## src/rtl/isf_pkg.sv

```systemverilog
package isf_pkg;
    typedef enum logic [1:0] {
        FL_IDLE      = 2'd0,
        FL_PEND_NEW  = 2'd1,
        FL_PEND_SEEN = 2'd2
    } flag_state_e;

    localparam int unsigned REG_STATUS = 0;
    localparam int unsigned REG_ENABLE = 1;
endpackage

```

## src/rtl/isf_decode.sv

```systemverilog
module isf_decode #(
    parameter int unsigned NUM_FLAGS = 4,
    parameter int unsigned ADDR_W    = 2
) (
    input  logic                 bus_rd,
    input  logic                 bus_wr,
    input  logic [ADDR_W-1:0]    bus_addr,
    input  logic [NUM_FLAGS-1:0] flags,
    input  logic [NUM_FLAGS-1:0] enables,
    output logic                 stat_rd,
    output logic                 stat_wr,
    output logic                 en_wr,
    output logic [NUM_FLAGS-1:0] rdata
);
    import isf_pkg::*;

    logic hit_status;
    logic hit_enable;

    always_comb begin
        hit_status = (bus_addr == ADDR_W'(REG_STATUS));
        hit_enable = (bus_addr == ADDR_W'(REG_ENABLE));
        stat_rd    = bus_rd && hit_status;
        stat_wr    = bus_wr && hit_status;
        en_wr      = bus_wr && hit_enable;
        if (hit_status)      rdata = flags;
        else if (hit_enable) rdata = enables;
        else                 rdata = '0;
    end
endmodule

```

## src/rtl/isf_flag_cell.sv

```systemverilog
module isf_flag_cell (
    input  logic clk,
    input  logic rst_n,
    input  logic set_evt,
    input  logic auto_clr,
    input  logic stat_rd,
    input  logic stat_wr,
    input  logic wr_bit,
    output logic flag_o
);
    import isf_pkg::*;

    flag_state_e state_q, state_d;

    always_comb begin
        state_d = state_q;
        if (set_evt) begin
            // raise: stays seen only when nothing consumes or drains the history
            if (!stat_wr && !auto_clr && state_q != FL_IDLE &&
                (state_q == FL_PEND_SEEN || stat_rd))
                state_d = FL_PEND_SEEN;
            else
                state_d = FL_PEND_NEW;
        end else if (auto_clr) begin
            state_d = FL_IDLE;                       // drain
        end else begin
            unique case (state_q)
                FL_IDLE:      state_d = FL_IDLE;
                FL_PEND_NEW: begin
                    if (stat_wr)      state_d = FL_PEND_NEW;
                    else if (stat_rd) state_d = FL_PEND_SEEN;   // observe
                end
                FL_PEND_SEEN: begin
                    if (stat_wr)
                        state_d = wr_bit ? FL_PEND_NEW : FL_IDLE; // consume / acknowledge
                end
                default:      state_d = FL_IDLE;
            endcase
        end
    end

    always_ff @(posedge clk) begin
        if (!rst_n) state_q <= FL_IDLE;
        else        state_q <= state_d;
    end

    always_comb begin
        flag_o = (state_q != FL_IDLE);
    end

    p_set_r2: assert property (@(posedge clk) disable iff (!rst_n)
        set_evt |=> flag_o);
    p_quiet_r2: assert property (@(posedge clk) disable iff (!rst_n)
        (!flag_o && !set_evt) |=> !flag_o);
    p_clear_seen_r3: assert property (@(posedge clk) disable iff (!rst_n)
        (state_q == FL_PEND_SEEN && stat_wr && !wr_bit && !set_evt && !auto_clr) |=> !flag_o);
    p_keep_unseen_r4: assert property (@(posedge clk) disable iff (!rst_n)
        (state_q == FL_PEND_NEW && !auto_clr) |=> flag_o);
    p_write_one_r6: assert property (@(posedge clk) disable iff (!rst_n)
        (flag_o && stat_wr && wr_bit && !auto_clr) |=> flag_o);
    p_drain_r7: assert property (@(posedge clk) disable iff (!rst_n)
        (auto_clr && !set_evt) |=> !flag_o);
    p_consume_r11: assert property (@(posedge clk) disable iff (!rst_n)
        stat_wr |=> (state_q != FL_PEND_SEEN));
endmodule

```

## src/rtl/irq_flag_bank.sv

```systemverilog
module irq_flag_bank #(
    parameter int unsigned NUM_FLAGS = 4,
    parameter int unsigned ADDR_W    = 2
) (
    input  logic                 clk,
    input  logic                 rst_n,
    input  logic                 bus_rd,
    input  logic                 bus_wr,
    input  logic [ADDR_W-1:0]    bus_addr,
    input  logic [NUM_FLAGS-1:0] bus_wdata,
    output logic [NUM_FLAGS-1:0] bus_rdata,
    input  logic [NUM_FLAGS-1:0] src_evt,
    input  logic [NUM_FLAGS-1:0] xfer_clr,
    output logic                 irq
);
    logic [NUM_FLAGS-1:0] flags;
    logic [NUM_FLAGS-1:0] en_q;
    logic                 stat_rd, stat_wr, en_wr;

    isf_decode #(.NUM_FLAGS(NUM_FLAGS), .ADDR_W(ADDR_W)) u_dec (
        .bus_rd  (bus_rd),
        .bus_wr  (bus_wr),
        .bus_addr(bus_addr),
        .flags   (flags),
        .enables (en_q),
        .stat_rd (stat_rd),
        .stat_wr (stat_wr),
        .en_wr   (en_wr),
        .rdata   (bus_rdata)
    );

    always_ff @(posedge clk) begin
        if (!rst_n)     en_q <= '0;
        else if (en_wr) en_q <= bus_wdata;
    end

    for (genvar i = 0; i < NUM_FLAGS; i++) begin : g_flag
        isf_flag_cell u_cell (
            .clk     (clk),
            .rst_n   (rst_n),
            .set_evt (src_evt[i] && en_q[i]),
            .auto_clr(xfer_clr[i]),
            .stat_rd (stat_rd),
            .stat_wr (stat_wr),
            .wr_bit  (bus_wdata[i]),
            .flag_o  (flags[i])
        );
    end

    always_comb begin
        irq = |(flags & en_q);
    end

    p_irq_needs_enable_r9: assert property (@(posedge clk) disable iff (!rst_n)
        irq |-> (en_q != '0));
    p_reset_clean_r1: assert property (@(posedge clk)
        !rst_n |=> (flags == '0 && en_q == '0));
    p_enable_write_r10: assert property (@(posedge clk) disable iff (!rst_n)
        en_wr |=> (en_q == $past(bus_wdata)));
endmodule

```

## config.mk

```make
export PLATFORM = sky130hd
export DESIGN_NAME = irq_flag_bank
export DESIGN_NICKNAME = d
export VERILOG_FILES = /design/src/rtl/isf_pkg.sv /design/src/rtl/isf_decode.sv /design/src/rtl/isf_flag_cell.sv /design/src/rtl/irq_flag_bank.sv
export SDC_FILE = /design/constraint.sdc
export NUM_CORES = 1
export LEC_CHECK = 0
export BUFFER_PORTS_ARGS = -buffer_cell sky130_fd_sc_hd__buf_4
export CAP_MARGIN = 20
export CORE_UTILIZATION = 55
export DETAILED_ROUTE_END_ITERATION = 8
export GPL_ROUTABILITY_DRIVEN = 0
export GPL_TIMING_DRIVEN = 0
export PLACE_DENSITY_LB_ADDON = 0.25
export SLEW_MARGIN = 20
export SYNTH_ARGS = -nofsm -noshare
export SYNTH_HDL_FRONTEND = slang
export SYNTH_SLANG_ARGS = --single-unit
```

## constraint.sdc

```tcl
create_clock -name clk -period 2.9 [get_ports clk]
set_input_delay 0.29 -clock clk [delete_from_list [all_inputs] [get_ports clk]]
set_output_delay 0.29 -clock clk [all_outputs]
set_load 0.1 [all_outputs]
```

==> impl_results.md, run 1 <==
- Largest clock skew in the final design: 0.000174 ns
- TritonCTS clock tree: yes
- Antenna violation net count after detailed routing: 0
- Starting utilization of the core area: 58.5%
- First-pass iteration count of the detailed router: 4
- Number of sinks handled by clock tree synthesis: 12
- Number of synthesized flops with an enable pin: 0
- Synth-to-layout area growth: 19.5%
- Count of max-cap constraint violations: 0
- Cts-stage hold buffer count: 0
- Netlist area before placement: 0.00114 mm2
- Time the final worst path needs with I/O delays and setup: 1.89 ns
- Setup repair after global routing missed its margin: no
- Pins Over Slew Limit: 0
- Detail-routed net length per standard cell: 15.7 um
- Number of DRC markers in iteration 0: 55
- Die area: 0.00225 mm2
- Portion of synthesized cell area occupied by the leading cell type: 21.1%
- Fmax achieved: 530 MHz
- Number of gates resized after cts: 0
- Number of hold-slack violations in the final timing report: 0
- Worst Path Arrival: 1.60 ns
- Clock-pin slew on the worst setup and hold paths: 0.08 ns
- Clock root buffer: clkbuf_4
- Proportion of synthesized flip-flops having asynchronous set or reset: 0%
- Worst path required time: 2.61 ns
- Crit. End Element: output pin
- Post-CTS setup buffers: 0
- Fraction of final layout cells with drive strength greater than 1: 20.1%
- Run status: finished clean
- CP startpoint kind: register
- Synth top area cells: dfxtp_1 21%, ha_1 13%, nor2_1 5.6%
- Number of global-route vias before repair: 1018
- Cell type with the largest total area after synthesis: dfxtp_1
- Setup Crit Path Kind: register to output pin
- Maximum number of pins on one net before global-route repair: 11
- Placeable core region: 0.00194 mm2
- IO Count: 23
- Post-synthesis instance total: 139
- Clk Latency, worst-skew pair: 0.28 ns
- Global-route wire length before repair: 4270 um
- Standard-cell row count: 16
- Post-route DRC violation count: 0
- Vias per cell: 6.29
- Leading cell type in the layout, fill and taps excluded: buf_4
- Worst Hold Class: input port to register
- CTS buffer count: 3
- Slew Limit Headroom: 58.2%
- Number of flip-flops and latches in the synthesized netlist: 12
- Pwr dens: 267 mW/mm2
- Max clock buf depth: 2
- Final setup violation count: 0
- Number of buffer cells added on primary ports: 22
- Number of antenna repair diodes: 0
- Slew at the pin closest to its max-slew limit: 0.625 ns
- Count of nets after finishing: 196
- Via total after detailed routing: 1201
- Syn avg cell area: 8.17 um2
- Maximum VDD drop: 194 uV
- Top flip-flop cell by instance count after synthesis: dfxtp_1
- Highest-count cells in the layout ignoring fill and taps: 22 x buf_4, 17 x nor2_1, 12 x inv_1, 12 x ha_1, 12 x dfxtp_1
- H-tree lvl count: 1
- Post-synth cell types: 45
- Die Y-Extent: 47.5 um
- Fin crit share: 65.1%
- Half-perimeter wire length of the detailed placement result: 2320 um
- Die width: 47.5 um
- Lkg Pwr: 0.000550 uW
- Global-route usage over all layers: 27.1%
- GRT Residual Overflow: 0
- Number of nets in the synthesized netlist: 169
- Register area share after synthesis: 21.1%
- Antenna violations before repair: 0
- Summed negative setup slack over all endpoints: 0 ns
- WL final: 3000 um
- Worst-path maximum fanout: 4
- Yosys warning total: 0
- Sum of internal, switching and leakage power: 362 uW
-- metal layers --
metal  GRT usage, %  routed length (um)  vias up
met4           13.1                  38        0
met3           3.77                 160        6
li1               -                   -      581
met1           32.3                1250      568
met5              0                   0        -
met2           47.4                1550       46
-- kinds of logic after synthesis --
family | after synthesis | share of synthesized area (%)
AOI/OAI and AO/OA | 45 | 29.8
adders and majority gates | 12 | 13.2
buffers and inverters | 16 | 6.72
DFF | 12 | 21.1
muxes | 4 | 3.52
and+or+nand+nor | 50 | 25.6
-- critical path, cell delays in order, from the launching register on --
cell      delay (ns)
dfxtp_1         0.32
inv_1           0.10
ha_1            0.24
inv_1           0.06
a22oi_1         0.20
o221ai_1        0.15
buf_4           0.25
-- synthesized netlist by cell type, types with 3 or more instances --
library cell	number
nor4_1	3
o211ai_1	4
inv_1	12
nor2_1	17
a21oi_1	9
nand2_1	7
nand2b_1	4
mux2i_1	4
ha_1	12
dfxtp_1	12
a22oi_1	3
o21ai_0	4
o31ai_1	3
-- final cells by class --
type | instances | area [um2]
Sequential cell | 12 | 240
Buffer | 3 | 27.5
Fill cell | 176 | 584
Timing Repair Buffer | 22 | 165
Clock buffer | 3 | 22.5
Inverter | 13 | 48.8
Tap cell | 27 | 33.8
Multi-Input combinational cell | 111 | 820
-- registers in the layout (all words and copies together) (netlist names) --
signal                 cells
g_flag.u_cell.state_q      8
en_q                       4
-- power by group --
group | switching, uW | internal [uW]
clock network | 62.5 | 48.2
registers | 3.37 | 168
logic | 45.5 | 35.2
total | 111 | 251
-- worst paths after layout --
kind,from,end,slack [ns],cells after the start
max reg2reg,g_flag[2].u_cell.state_q[0]$_SDFFE_PN0P_,g_flag[2].u_cell.state_q[0]$_SDFFE_PN0P_,1.15,6
min reg2reg,g_flag[3].u_cell.state_q[0]$_SDFFE_PN0P_,g_flag[3].u_cell.state_q[0]$_SDFFE_PN0P_,0.52,2
max,g_flag[1].u_cell.state_q[0]$_SDFFE_PN0P_,irq,1.01,6
min,xfer_clr[1],g_flag[1].u_cell.state_q[1]$_SDFFE_PN0P_,0.19,2
-- through the flow --
| step | utilization, % | hold slack [ns] | setup WS (ns) | area [um2] | cells |
|---|---|---|---|---|---|
| floorplan | - | 0.359 | 0.438 | 1140 | 139 |
| global placement | 68.8 | 0.479 | 1.11 | 1340 | 188 |
| detailed placement | 68.8 | 0.482 | 1.09 | 1340 | 188 |
| CTS | 69.9 | 0.184 | 1.00 | 1360 | 191 |
| global route | 69.9 | 0.197 | 0.907 | 1360 | 191 |
| finish | 69.9 | 0.189 | 1.01 | 1360 | 191 |
Note: power is estimated with default switching activity, not from simulation.
==> run 2, diff against run 1 <==
--- a/config.mk
+++ b/config.mk
@@ -5,9 +5,10 @@
 export SDC_FILE = /design/constraint.sdc
 export NUM_CORES = 1
 export LEC_CHECK = 0
+export ABC_AREA = 1
 export BUFFER_PORTS_ARGS = -buffer_cell sky130_fd_sc_hd__buf_4
 export CAP_MARGIN = 20
-export CORE_UTILIZATION = 55
+export CORE_UTILIZATION = 54
 export DETAILED_ROUTE_END_ITERATION = 8
 export GPL_ROUTABILITY_DRIVEN = 0
 export GPL_TIMING_DRIVEN = 0
==> constraint.sdc (replaced) <==
create_clock -name clk -period 1.8 [get_ports clk]
set_input_delay 0.18 -clock clk [delete_from_list [all_inputs] [get_ports clk]]
set_output_delay 0.18 -clock clk [all_outputs]
set_load 0.1 [all_outputs]
==> run 2 against run 1 <==
Total power up 81%. Global-route usage is 0.21 points higher. First-iteration DRC count fell by 60%. Clock-buffer cell count is 1 higher. Sequential cell count is the same. Worst hold slack worse by 0.0015 ns. Non-clock buffer count decreased by 3. Die area fell by 1.4%. Sequential share of layout area about the same. Critical path type unchanged. Critical endpoint unchanged.
==> impl_results.md, run 2 <==
- WL final: 2560 um
- Clock root buffer: clkbuf_4
- Worst path required time: 1.62 ns
- Summed negative setup slack over all endpoints: 0 ns
- Most frequent cells after synthesis: 39 x inv_1, 32 x nand2_1, 18 x nand3_1
- Clock-pin slew on the worst setup and hold paths: 0.09 ns
- Portion of synthesized cell area occupied by the leading cell type: 21.9%
- Number of sinks handled by clock tree synthesis: 12
- Yosys warning total: 0
- Vias per cell: 5.02
- Crit. End Element: output pin
- Post-route DRC violation count: 0
- Total length of routed met2 wires: 1270 um
- Cell with the most instances after synthesis: inv_1
- First-pass iteration count of the detailed router: 4
- Proportion of synthesized flip-flops having asynchronous set or reset: 0%
- Number of nets in the synthesized netlist: 202
- Worst-path maximum fanout: 3
- Synth-to-layout area growth: 23.8%
- Count of nets after finishing: 229
- Master of the slowest instance on the critical path: dfxtp_1
- Placeable core region: 0.00182 mm2
- Crit path buf inv count: 2
- Die width: 47.1 um
- Delay contributed by the slowest stage of the critical path: 0.39 ns
- Number of buffer cells added on primary ports: 22
- Lkg Pwr: 0.000677 uW
- Fmax achieved: 567 MHz
- Global-route usage over all layers: 27.3%
- Slew at the pin closest to its max-slew limit: 0.279 ns
- Top reg by flops: g_flag.u_cell.state_q
- CP delay by family, top: flip-flops
- Register area share after synthesis: 21.9%
- Post-synth cell types: 17
- Cell Count, Final, Fillers Out: 223
- Placed Cells: 219
- Cell type with the largest total area after synthesis: dfxtp_1
- Die Y-Extent: 47.1 um
- CP startpoint kind: register
- Setup Crit Path Kind: register to output pin
- Antenna violations before repair: 0
- Maximum VDD drop: 362 uV
- Highest-count cells in the layout ignoring fill and taps: 39 x inv_1, 32 x nand2_1, 21 x buf_4
- Post-synthesis instance total: 172
- Pins Over Slew Limit: 0
- Fraction of final layout cells with drive strength greater than 1: 27.8%
- Half-perimeter wire length of the detailed placement result: 2010 um
- Number of DRC markers in iteration 0: 22
- GRT Residual Overflow: 0
- Slew Limit Headroom: 81.5%
- TritonCTS clock tree: yes
- Worst Hold Class: input port to register
- Via total after detailed routing: 1120
- Post-CTS setup buffers: 0
- Starting utilization of the core area: 60.3%
- Storage element area: 240 um2
- Pwr dens: 482 mW/mm2
- Synth top area cells: dfxtp_1 22%, ha_1 14%, inv_1 13%
- Time the final worst path needs with I/O delays and setup: 1.76 ns
- H-tree lvl count: 1
- Leading cell type in the layout, fill and taps excluded: inv_1
- Standard-cell row count: 15
- Routed length on met1: 1120 um
- Number of fill cells: 160
- Number of synthesized flops with an enable pin: 0
- Number of hold-slack violations in the final timing report: 0
- Max reg flops: 8
- Largest clock skew in the final design: 0.00611 ns
- Antenna violation net count after detailed routing: 0
- Clk Latency, worst-skew pair: 0.28 ns
- Detail-routed net length per standard cell: 11.5 um
- Final setup violation count: 0
- Maximum number of pins on one net before global-route repair: 10
- Die area: 0.00222 mm2
- Area taken by multi-input logic gates: 737 um2
- Number of antenna repair diodes: 0
- Series of cell instances along the critical path: inv_1 -> ha_1 -> o22ai_1 -> nor2_1 -> o21ai_1 -> buf_6
- CTS buffer count: 3
- Count of max-cap constraint violations: 0
- Run status: finished clean
- Worst Path Arrival: 1.58 ns
- Met3 wirelength from detailed routing: 123 um
- Netlist area before placement: 0.00110 mm2
- Number of global-route vias before repair: 1005
- Syn avg cell area: 6.39 um2
- Top routing layer in use: met4
- Number of flip-flops and latches in the synthesized netlist: 12
- Fin crit share: 97.9%
- Largest registers in the final layout: g_flag.u_cell.state_q: 8 flops, en_q: 4 flops
- Global-route wire length before repair: 4150 um
- Max clock buf depth: 2
- Top flip-flop cell by instance count after synthesis: dfxtp_1
- IO Count: 23
-- run 2: cells by family (layout without fill, tap and decap cells) --
group | after synthesis | in the layout | share of synthesized area [%]
compound gates | 26 | 26 | 13.4
fa+ha+maj | 12 | 12 | 13.7
buf+inv | 39 | 65 | 13.3
flops | 12 | 12 | 21.9
simple gates | 83 | 83 | 37.7
-- run 2: repair_timing --
action	CTS	global route
endpoints found under the setup margin	0	1
resized for setup	0	1
hold buffers	0	0
-- run 2: report_power, final --
| part | switching [uW] | internal [uW] |
|---|---|---|
| registers | 4.10 | 272 |
| clock network | 107 | 123 |
| logic | 93.6 | 56.0 |
| total | 205 | 451 |
-- run 2: worst paths after layout --
check                                                start                                        to  slack, ns  depth (start not counted)
hold reg to reg   g_flag[0].u_cell.state_q[0]$_SDFFE_PN0P_  g_flag[0].u_cell.state_q[0]$_SDFFE_PN0P_       0.51                          2
setup / recovery  g_flag[1].u_cell.state_q[1]$_SDFFE_PN0P_                                       irq       0.04                          6
hold / removal                                bus_wdata[0]                      en_q[0]$_SDFFE_PN0P_       0.19                          3
setup reg to reg  g_flag[1].u_cell.state_q[1]$_SDFFE_PN0P_  g_flag[1].u_cell.state_q[0]$_SDFFE_PN0P_       0.52                          8
-- run 2: layout make-up --
class	count	area share (%)
sequential	12	17.7
inverter	39	10.8
clock buffer	4	2.67
tap	25	2.30
timing repair buffer	22	12.4
multi-input combinational	121	54.2
-- run 2: layer usage --
metal / GRT usage [%] / vias up
li1: - / 590
met1: 32.9 / 496
met2: 48.1 / 30
met3: 3.46 / 4
met4: 12.6 / 0
met5: 0 / -
-- run 2: stage by stage --
step           utilization (%)  setup slack, ns  power (uW)  hold slack [ns]  instance area (um2)
6_report                  74.7           0.0374         656            0.187                 1360
5_1_grt                   74.7          -0.0129         685            0.193                 1360
4_1_cts                   74.5           0.0521         656            0.187                 1360
3_5_place_dp              72.5            0.368         431            0.486                 1320
3_3_place_gp              72.5            0.374         426            0.475                 1320
2_1_floorplan                -           -0.347         373            0.318                 1120
-- run 2: worst min-delay path, cell delays in order --
cell	delay, ns
buf_4	0.09
o21ai_0	0.07
a21oi_1	0.10
